==> src/rtl/pts_pkg.sv <==
package pts_pkg;

  // strobes from control to datapath
  typedef struct packed {
    logic load;   // place cursor on first playable slot
    logic step;   // emit current slot and advance
    logic clear;  // force output low
  } seqCmd_t;

  typedef enum logic [1:0] {
    ST_IDLE  = 2'd0,
    ST_RUN   = 2'd1,
    ST_DRAIN = 2'd2
  } seqState_t;

endpackage

==> src/rtl/pts_seek.sv <==
// Finds the lowest candidate index at or above fromIdx.
module pts_seek #(
  parameter int NUM_SEG = 8,
  parameter int IDX_W   = $clog2(NUM_SEG)
) (
  input  logic [NUM_SEG-1:0] cand,
  input  logic [IDX_W:0]     fromIdx,
  output logic               found,
  output logic [IDX_W-1:0]   idx
);
  localparam int FW = IDX_W + 1;

  always_comb begin
    found = 1'b0;
    idx   = '0;
    for (int i = NUM_SEG - 1; i >= 0; i--) begin
      if (cand[i] && (FW'(i) >= fromIdx)) begin
        found = 1'b1;
        idx   = IDX_W'(i);
      end
    end
  end
endmodule

==> src/rtl/pts_ctrl.sv <==
module pts_ctrl
  import pts_pkg::*;
(
  input  logic    clk,
  input  logic    rst_n,
  input  logic    tick,
  input  logic    run,
  input  logic    startFound,
  input  logic    hasNext,
  output seqCmd_t cmd,
  output logic    busy,
  output logic    done
);
  seqState_t state, stateNxt;
  logic      runPrev;
  logic      doneNxt;

  always_comb begin
    cmd      = '0;
    stateNxt = state;
    doneNxt  = 1'b0;
    unique case (state)
      ST_IDLE: begin
        if (tick && run && !runPrev) begin
          cmd.load = 1'b1;
          stateNxt = startFound ? ST_RUN : ST_DRAIN;
        end
      end
      ST_RUN: begin
        if (tick) begin
          if (!run) begin
            cmd.clear = 1'b1;
            stateNxt  = ST_IDLE;
          end else begin
            cmd.step = 1'b1;
            if (!hasNext) stateNxt = ST_DRAIN;
          end
        end
      end
      ST_DRAIN: begin
        if (tick) begin
          cmd.clear = 1'b1;
          stateNxt  = ST_IDLE;
          doneNxt   = run;
        end
      end
      default: stateNxt = ST_IDLE;
    endcase
  end

  always_ff @(posedge clk) begin
    if (!rst_n) begin
      state   <= ST_IDLE;
      runPrev <= 1'b0;
      done    <= 1'b0;
    end else begin
      state <= stateNxt;
      done  <= doneNxt;
      if (tick) runPrev <= run;
    end
  end

  assign busy = (state != ST_IDLE);
endmodule

==> src/rtl/pts_datapath.sv <==
module pts_datapath
  import pts_pkg::*;
#(
  parameter int NUM_SEG = 8,
  parameter int CNT_W   = 16,
  parameter int IDX_W   = $clog2(NUM_SEG)
) (
  input  logic             clk,
  input  logic             rst_n,
  input  logic             wrEn,
  input  logic [IDX_W-1:0] wrAddr,
  input  logic [CNT_W-1:0] wrHigh,
  input  logic [CNT_W-1:0] wrLow,
  input  logic [CNT_W-1:0] wrRep,
  input  logic             wrLast,
  input  seqCmd_t          cmd,
  output logic             startFound,
  output logic             hasNext,
  output logic             pulseOut
);
  logic [CNT_W-1:0] hiTbl  [NUM_SEG];
  logic [CNT_W-1:0] loTbl  [NUM_SEG];
  logic [CNT_W-1:0] repTbl [NUM_SEG];
  logic [NUM_SEG-1:0] lastTbl, effVec, inRange, cand;

  // segment table, one register set per entry
  for (genvar g = 0; g < NUM_SEG; g++) begin : g_entry
    always_ff @(posedge clk) begin
      if (!rst_n) begin
        hiTbl[g]   <= '0;
        loTbl[g]   <= '0;
        repTbl[g]  <= '0;
        lastTbl[g] <= 1'b0;
      end else if (wrEn && (wrAddr == IDX_W'(g))) begin
        hiTbl[g]   <= wrHigh;
        loTbl[g]   <= wrLow;
        repTbl[g]  <= wrRep;
        lastTbl[g] <= wrLast;
      end
    end
    assign effVec[g] = (repTbl[g] != '0) && ((hiTbl[g] != '0) || (loTbl[g] != '0));
  end

  // entries reachable before the first last-marker
  always_comb begin
    logic blocked;
    blocked = 1'b0;
    for (int i = 0; i < NUM_SEG; i++) begin
      inRange[i] = !blocked;
      blocked    = blocked | lastTbl[i];
    end
  end
  assign cand = effVec & inRange;

  // cursor: the slot to be emitted on the next step
  logic [IDX_W-1:0] segIdx;
  logic [CNT_W-1:0] repLeft, cntLeft;
  logic             phaseHigh;
  logic             pulseReg;

  logic [IDX_W-1:0] startIdx, nextIdx;
  logic             nextFound;
  logic [IDX_W:0]   nextFrom;

  assign nextFrom = {1'b0, segIdx} + 1'b1;

  pts_seek #(.NUM_SEG(NUM_SEG), .IDX_W(IDX_W)) u_seekFirst (
    .cand(cand), .fromIdx('0), .found(startFound), .idx(startIdx)
  );
  pts_seek #(.NUM_SEG(NUM_SEG), .IDX_W(IDX_W)) u_seekNext (
    .cand(cand), .fromIdx(nextFrom), .found(nextFound), .idx(nextIdx)
  );

  logic [IDX_W-1:0] nSeg;
  logic [CNT_W-1:0] nRep, nCnt;
  logic             nHigh;
  logic [CNT_W-1:0] curHi, curLo, nxHi, nxLo;

  assign curHi = hiTbl[segIdx];
  assign curLo = loTbl[segIdx];
  assign nxHi  = hiTbl[nextIdx];
  assign nxLo  = loTbl[nextIdx];

  always_comb begin
    nSeg    = segIdx;
    nRep    = repLeft;
    nHigh   = phaseHigh;
    nCnt    = cntLeft;
    hasNext = 1'b1;
    if (cntLeft > CNT_W'(1)) begin
      nCnt = cntLeft - 1'b1;
    end else if (phaseHigh && (curLo != '0)) begin
      nHigh = 1'b0;
      nCnt  = curLo;
    end else if (repLeft > CNT_W'(1)) begin
      nRep  = repLeft - 1'b1;
      nHigh = (curHi != '0);
      nCnt  = (curHi != '0) ? curHi : curLo;
    end else if (nextFound) begin
      nSeg  = nextIdx;
      nRep  = repTbl[nextIdx];
      nHigh = (nxHi != '0);
      nCnt  = (nxHi != '0) ? nxHi : nxLo;
    end else begin
      hasNext = 1'b0;
    end
  end

  always_ff @(posedge clk) begin
    if (!rst_n) begin
      segIdx    <= '0;
      repLeft   <= '0;
      cntLeft   <= '0;
      phaseHigh <= 1'b0;
      pulseReg  <= 1'b0;
    end else begin
      if (cmd.load) begin
        segIdx    <= startIdx;
        repLeft   <= repTbl[startIdx];
        phaseHigh <= (hiTbl[startIdx] != '0);
        cntLeft   <= (hiTbl[startIdx] != '0) ? hiTbl[startIdx] : loTbl[startIdx];
      end
      if (cmd.step) begin
        pulseReg  <= phaseHigh;
        segIdx    <= nSeg;
        repLeft   <= nRep;
        phaseHigh <= nHigh;
        cntLeft   <= nCnt;
      end
      if (cmd.clear) pulseReg <= 1'b0;
    end
  end

  assign pulseOut = pulseReg;
endmodule

==> src/rtl/pulse_train_seq.sv <==
module pulse_train_seq
  import pts_pkg::*;
#(
  parameter int NUM_SEG = 8,
  parameter int CNT_W   = 16,
  localparam int IDX_W  = $clog2(NUM_SEG)
) (
  input  logic             clk,
  input  logic             rst_n,
  input  logic             tick,
  input  logic             run,
  input  logic             wrEn,
  input  logic [IDX_W-1:0] wrAddr,
  input  logic [CNT_W-1:0] wrHigh,
  input  logic [CNT_W-1:0] wrLow,
  input  logic [CNT_W-1:0] wrRep,
  input  logic             wrLast,
  output logic             pulseOut,
  output logic             busy,
  output logic             done
);
  seqCmd_t cmd;
  logic    startFound, hasNext;

  pts_ctrl u_ctrl (
    .clk(clk), .rst_n(rst_n), .tick(tick), .run(run),
    .startFound(startFound), .hasNext(hasNext),
    .cmd(cmd), .busy(busy), .done(done)
  );

  pts_datapath #(.NUM_SEG(NUM_SEG), .CNT_W(CNT_W), .IDX_W(IDX_W)) u_dp (
    .clk(clk), .rst_n(rst_n),
    .wrEn(wrEn), .wrAddr(wrAddr), .wrHigh(wrHigh), .wrLow(wrLow),
    .wrRep(wrRep), .wrLast(wrLast),
    .cmd(cmd), .startFound(startFound), .hasNext(hasNext),
    .pulseOut(pulseOut)
  );
endmodule

==> config.mk <==
export PLATFORM = sky130hd
export DESIGN_NAME = pulse_train_seq
export DESIGN_NICKNAME = d
export VERILOG_FILES = /design/src/rtl/pts_pkg.sv /design/src/rtl/pts_seek.sv /design/src/rtl/pts_ctrl.sv /design/src/rtl/pts_datapath.sv /design/src/rtl/pulse_train_seq.sv
export SDC_FILE = /design/constraint.sdc
export NUM_CORES = 1
export LEC_CHECK = 0
export CORE_AREA = 2 2 263 265
export CTS_CLUSTER_DIAMETER = 120
export DETAILED_ROUTE_END_ITERATION = 16
export DIE_AREA = 0 0 265 267
export PLACE_DENSITY_LB_ADDON = 0.12
export RECOVER_POWER = 100
export SLEW_MARGIN = 10
export SYNTH_ARGS = -nofsm -noshare
export SYNTH_HDL_FRONTEND = slang
export SYNTH_SLANG_ARGS = --single-unit
==> constraint.sdc <==
create_clock -name clk -period 5.6 [get_ports clk]
set_clock_uncertainty 0.05 [all_clocks]
set_input_delay 0.56 -clock clk [delete_from_list [all_inputs] [get_ports clk]]
set_output_delay 0.56 -clock clk [all_outputs]
set_load 0.02 [all_outputs]
# == Word level (Yosys, flattened, before mapping) ==
# Memory sizes are Yosys's and may differ from the RTL's. A register that Yosys moved wholly into a read port is not among the register bits.
# Cells that the tools add are included.
# op_classes
magnitude_cmp,10
eq_ne,20
bitwise_logic,32
n_reduce_logical,82
muxes,131
add_sub_neg,3
# ops
operator,count
$mux 16,39
$reduce_bool 16->1,28
$mux 3,26
$mux 1,57
$gt 16x1->1 const B,2
$sub 16x1->16 const B,2
$or 1x1->1,30
$logic_and 1x1->1,27
$ge 3x4->1 const A,4
$mux 2,7
$eq 3x3->1 const B,4
$ne 2x2->1 const B,5
$and 8x8->8,1
$ge 1x4->1 const A,2
$ge 2x4->1 const A,2
$logic_not 1->1,8
$logic_or 1x1->1,8
$reduce_and 4->1,2
$eq 3x2->1 const B,2
$pmux 2 s3,1
$reduce_and 3->1,2
$ne 5x1->1 const B,1
$reduce_and 5->1,1
$add 3x1->4 const B,1
other kinds (14),16
# totals
output_inout_bits,3
ff_bits,48
mem_count,3
wordCells,296
ramBits,384
# mem_list
name,depth,width,read_ports,rd_clocked_by_memory_dff,wr,line,text
u_dp.hiTbl,8,16,11,1,8,pts_datapath.sv:21,logic [CNT_W-1:0] hiTbl [NUM_SEG];
u_dp.loTbl,8,16,11,1,8,pts_datapath.sv:22,logic [CNT_W-1:0] loTbl [NUM_SEG];
u_dp.repTbl,8,16,10,0,8,pts_datapath.sv:23,logic [CNT_W-1:0] repTbl [NUM_SEG];

# == Longest topological paths before layout ==
# depth
depth_word,25
ltp_mapped,19

# == By module ==
# From an unflattened synthesis, not the netlist that was laid out.
# hier_totals
hier_cells,2071
area_unflattened_um2,27014.7
# by_module_without_submodules
module,area_each_um2,n_inst,cells_per_inst,seq_area_each_um2
pts_datapath,26230.2,1,1961,12472.0
pts_ctrl,304.0,1,36,80.1
pts_seek at u_dp.u_seekNext,244.0,1,36,0.0
pts_seek at u_dp.u_seekFirst,236.5,1,38,0.0

# == Worst setup path before layout ==
# No wires, ideal clock.
# synth_path
kind,input-to-reg
start,in wrAddr[2]
end,"mem u_dp.hiTbl[0][0], enable pin"
arrival_ps,4508
setup_ps,522
required_ps,5028
cell_stages,2
slack_ps,521
path_buffers,0
cell_sequence,or3b_2 o21ai_0
# synth_rtl
element,line,text
"start, declared",pulse_train_seq.sv:13,"input logic [IDX_W-1:0] wrAddr,"
"end, declared",pts_datapath.sv:21,

==> summary.md <==
| Metric | Value |
|---|---|
| # IOs | `60` |
| Fraction of layout cells with a size suffix above 1 | `20.02%` |
| Multiplexer area fraction after synthesis | `11.28%` |
| Via density | `6.604` |
| Largest net degree at the start of global routing | `66` |
| Final std cells w/o fill | `4126` |
| Core Rows | `96` |
| Fmax | `180.8 MHz` |
| Crit path time final | `5531 ps` |
| Hpwl dp | `98.39 mm` |
| Nets | `3266` |
| Cell variety after synth | `94` |
| Synth Area in XOR/XNOR | `0.7741%` |
| Synth top area share | `40.77%` |
| Initial antenna violation count | `5` |
| Compound-gate portion of the synthesized area | `13.16%` |
| Avg WL per Cell | `33.00 microns` |
| Setup violators final | `0` |
| Global-route wire length before repair | `191.3 mm` |
| FF-to-FF setup slack | `70 ps` |
| Placed Cells | `4010` |
| Worst VDD drop | `0.2401 mV` |
| Synth area leader | `edfxtp_1` |
| 1st-iter DRT viols | `4167` |
| Number of port buffers | `59` |
| Outcome | `finished, violations left` |
| GRT overflow | `0` |
| Leakage | `12.27 nW` |
| Most Frequent Cell on Critical Path | `buf_4` |
| Clk Latency, worst-skew pair | `640 ps` |
| Root Buffer Master | `clkbuf_16` |
| Fillers | `6199` |
| Failing checks | `max-capacitance violations, max-slew violations` |
| Core area | `0.06799 sq mm` |
| Fin util | `50.37%` |
| DR vias | `27249` |
| H-Tree Depth | `2` |
| Most frequent cells in the layout | `nand2_1, edfxtp_1, buf_4` |
| Crit path largest cell delay | `520 ps` |
| Syn_nets | `2961` |
| Die height | `267 microns` |
| CP Class | `reg2reg` |
| Slew headroom | `-206.1%` |
| Pre-antenna DRT Iters | `6` |
| Seq cells post-synth | `435` |
| Initial Util | `41.61%` |
| Hold crit path type | `in2reg` |
| Simple-Gate Fraction of Synth Area | `26.51%` |
| WP data required | `6100 ps` |
| Reg clk slew, reported paths | `60 ps` |
| Area contributors post-synth | `edfxtp_1, and2_1, mux4_2` |
| Post-synth EDFFs | `384` |
| CP max FO | `13` |
| Slew Limit Fails | `520` |
| GRT Total Usage | `37.90%` |
| DR DRC count | `0` |
| Most common cell after layout, fill and taps aside | `nand2_1` |
| Area delta synth->final | `21.06%` |
| CTS tree | `built` |
| Max Cap Violations | `20` |
| Fin crit share | `98.77%` |
| Main synth FF type | `edfxtp_1` |
| DRT Wirelength | `136.1 mm` |
| Post-Synthesis Cells | `2893` |
| Fin. Hold Viols | `0` |
| Tightest Pin Transition | `4544 ps` |
| Crit-path leading delay family | `simple AND/OR/NAND/NOR gates` |
| Mapped cell area | `0.02829 sq mm` |
| Vias in the first global route | `25319` |
| Die width | `265 microns` |
| Sequential-to-total area share from yosys stat | `44.38%` |
| CP startpoint kind | `register` |
| Final Power | `12.39 mW` |
| Adder-cell share of the synthesized area | `0.4866%` |
| WP buf/inv | `8` |
| CP max stage cell | `mux4_2` |
| Post-synthesis async set-or-reset flop share | `0%` |
| CTS Buffer Depth | `3` |
| Synth Warn # | `0` |
| Critical Path End Type | `register` |
| Antenna-violating nets left | `0` |
| Cell Chain, Critical Path | `nor4_4, buf_4, nand4_1, buf_4, o211ai_1, buf_4, nand4_1, nand2b_4, buf_8, mux4_2, mux2i_1, buf_4, nand2_1, nor4_4, buf_4, and2_4, buf_12, o21ai_1, buf_4, a31o_2, a31oi_1` |
| Sink Count | `435` |
| Total CTS buffers | `53` |
| Mean Syn Cell Area | `9.777 sq um` |
| Worst Path Arrival | `6030 ps` |
| Cell area power density | `361.9 mW/mm^2` |
| Die area | `0.07076 sq mm` |
| Largest family of logic cells by synthesized area | `simple AND/OR/NAND/NOR gates` |
| GPL Wtd Cong | `1.037` |
[per-layer routing]
layer  global-route usage (%)  wire length, microns  vias up
met5                        0                     9        -
met4                    11.86                  5112        2
met3                    8.737                 15960      281
met2                    56.04                 57970     1901
met1                    54.94                 57100    13591
li1                         -                     -    11474
[state kept, by name, summed over array words and instances, names as in the netlist, 2 cells and up, named ones only]
signal        count
u_ctrl.state      2
u_dp.repLeft     16
u_dp.lastTbl      7
u_dp.loTbl      128
u_dp.segIdx       3
u_dp.hiTbl      128
u_dp.repTbl     128
u_dp.cntLeft     16
[synthesized netlist by cell type, drive strengths merged (5+ instances only)]
master	instances
o211ai	32
a32o	6
clkbuf	148
o311a	5
o41ai	6
a21boi	16
mux2	16
or4	5
a21oi	67
nand3	171
buf	69
ha	11
nand3b	6
o2111ai	7
and3	14
a311o	8
mux4	95
a31oi	23
nand4	44
dfxtp	51
nor2	105
o21a	7
o22ai	9
xnor2	14
nor4	107
edfxtp	384
nor3	26
mux2i	87
o311ai	7
a211oi	64
a211o	8
o31ai	8
and2	443
nand2	500
a311oi	64
nor2b	7
inv	26
o21ai	109
xor2	11
or3	13
nand2b	9
a221oi	7
o211a	6
a21o	10
[final cells by class]
type / instances / area [sq um] / area share [%]
inverter: 26 / 97.59 / 0.2850
timing repair buffer: 467 / 3835 / 11.20
tap: 882 / 1104 / 3.223
sequential: 435 / 12550 / 36.66
antenna: 3 / 7.507 / 0.02192
clock inverter: 30 / 205.2 / 0.5992
multi-input combinational: 2215 / 15030 / 43.88
clock buffer: 68 / 1414 / 4.129
[logic make-up after synthesis]
logic type / after synthesis
AOI/OAI and AO/OA: 517
xor gates and xnor gates: 25
adders and majority gates: 11
buffers and inverters: 243
DFF: 435
muxes: 198
and+or+nand+nor: 1464
[report_power, final]
part	total, mW	switching [mW]	internal (mW)
Combinational	4.95	3.10	1.84
Clock	3.32	1.52	1.80
Sequential	4.13	0.335	3.79
[repair_timing]
action,in CTS,in global routing
setup endpoints to repair,20,17
hold endpoints to repair,0,0
cloned,0,1
gates resized for setup,16,23
hold buffers,0,0
pin swaps,4,10
buffers inserted,3,11
[path summary, 6_finish.rpt]
kind,from,endpoint,cells after the start
max,u_dp.hiTbl[5][1],u_dp.cntLeft[7],21
min,rst_n,u_ctrl.done,3
max reg2reg,u_dp.hiTbl[5][1],u_dp.cntLeft[7],21
min reg2reg,u_dp.pulseOut,u_dp.pulseOut,2
[tightest hold or removal path: stages]
cell and delay [ps]:
buf_2 270, nand2_1 130, nor2_1 40
[per-stage QoR]
| stage | setup slack (ps) | hold WS, ps | setup TNS [ps] | instance area (sq um) |
|---|---|---|---|---|
| 6_report | 68.76 | 384.1 | 0 | 34240 |
| 5_1_grt | -6.747 | 373.0 | -12.93 | 34240 |
| 4_1_cts | 1.636 | 354.6 | 0 | 34270 |
| 3_5_place_dp | -885.6 | 411.6 | -12260 | 32530 |
| 3_3_place_gp | -847.8 | 394.4 | -11630 | 32530 |
| 2_1_floorplan | 520.6 | 393.7 | 0 | 28290 |
Note: power is estimated with default switching activity, not from simulation.
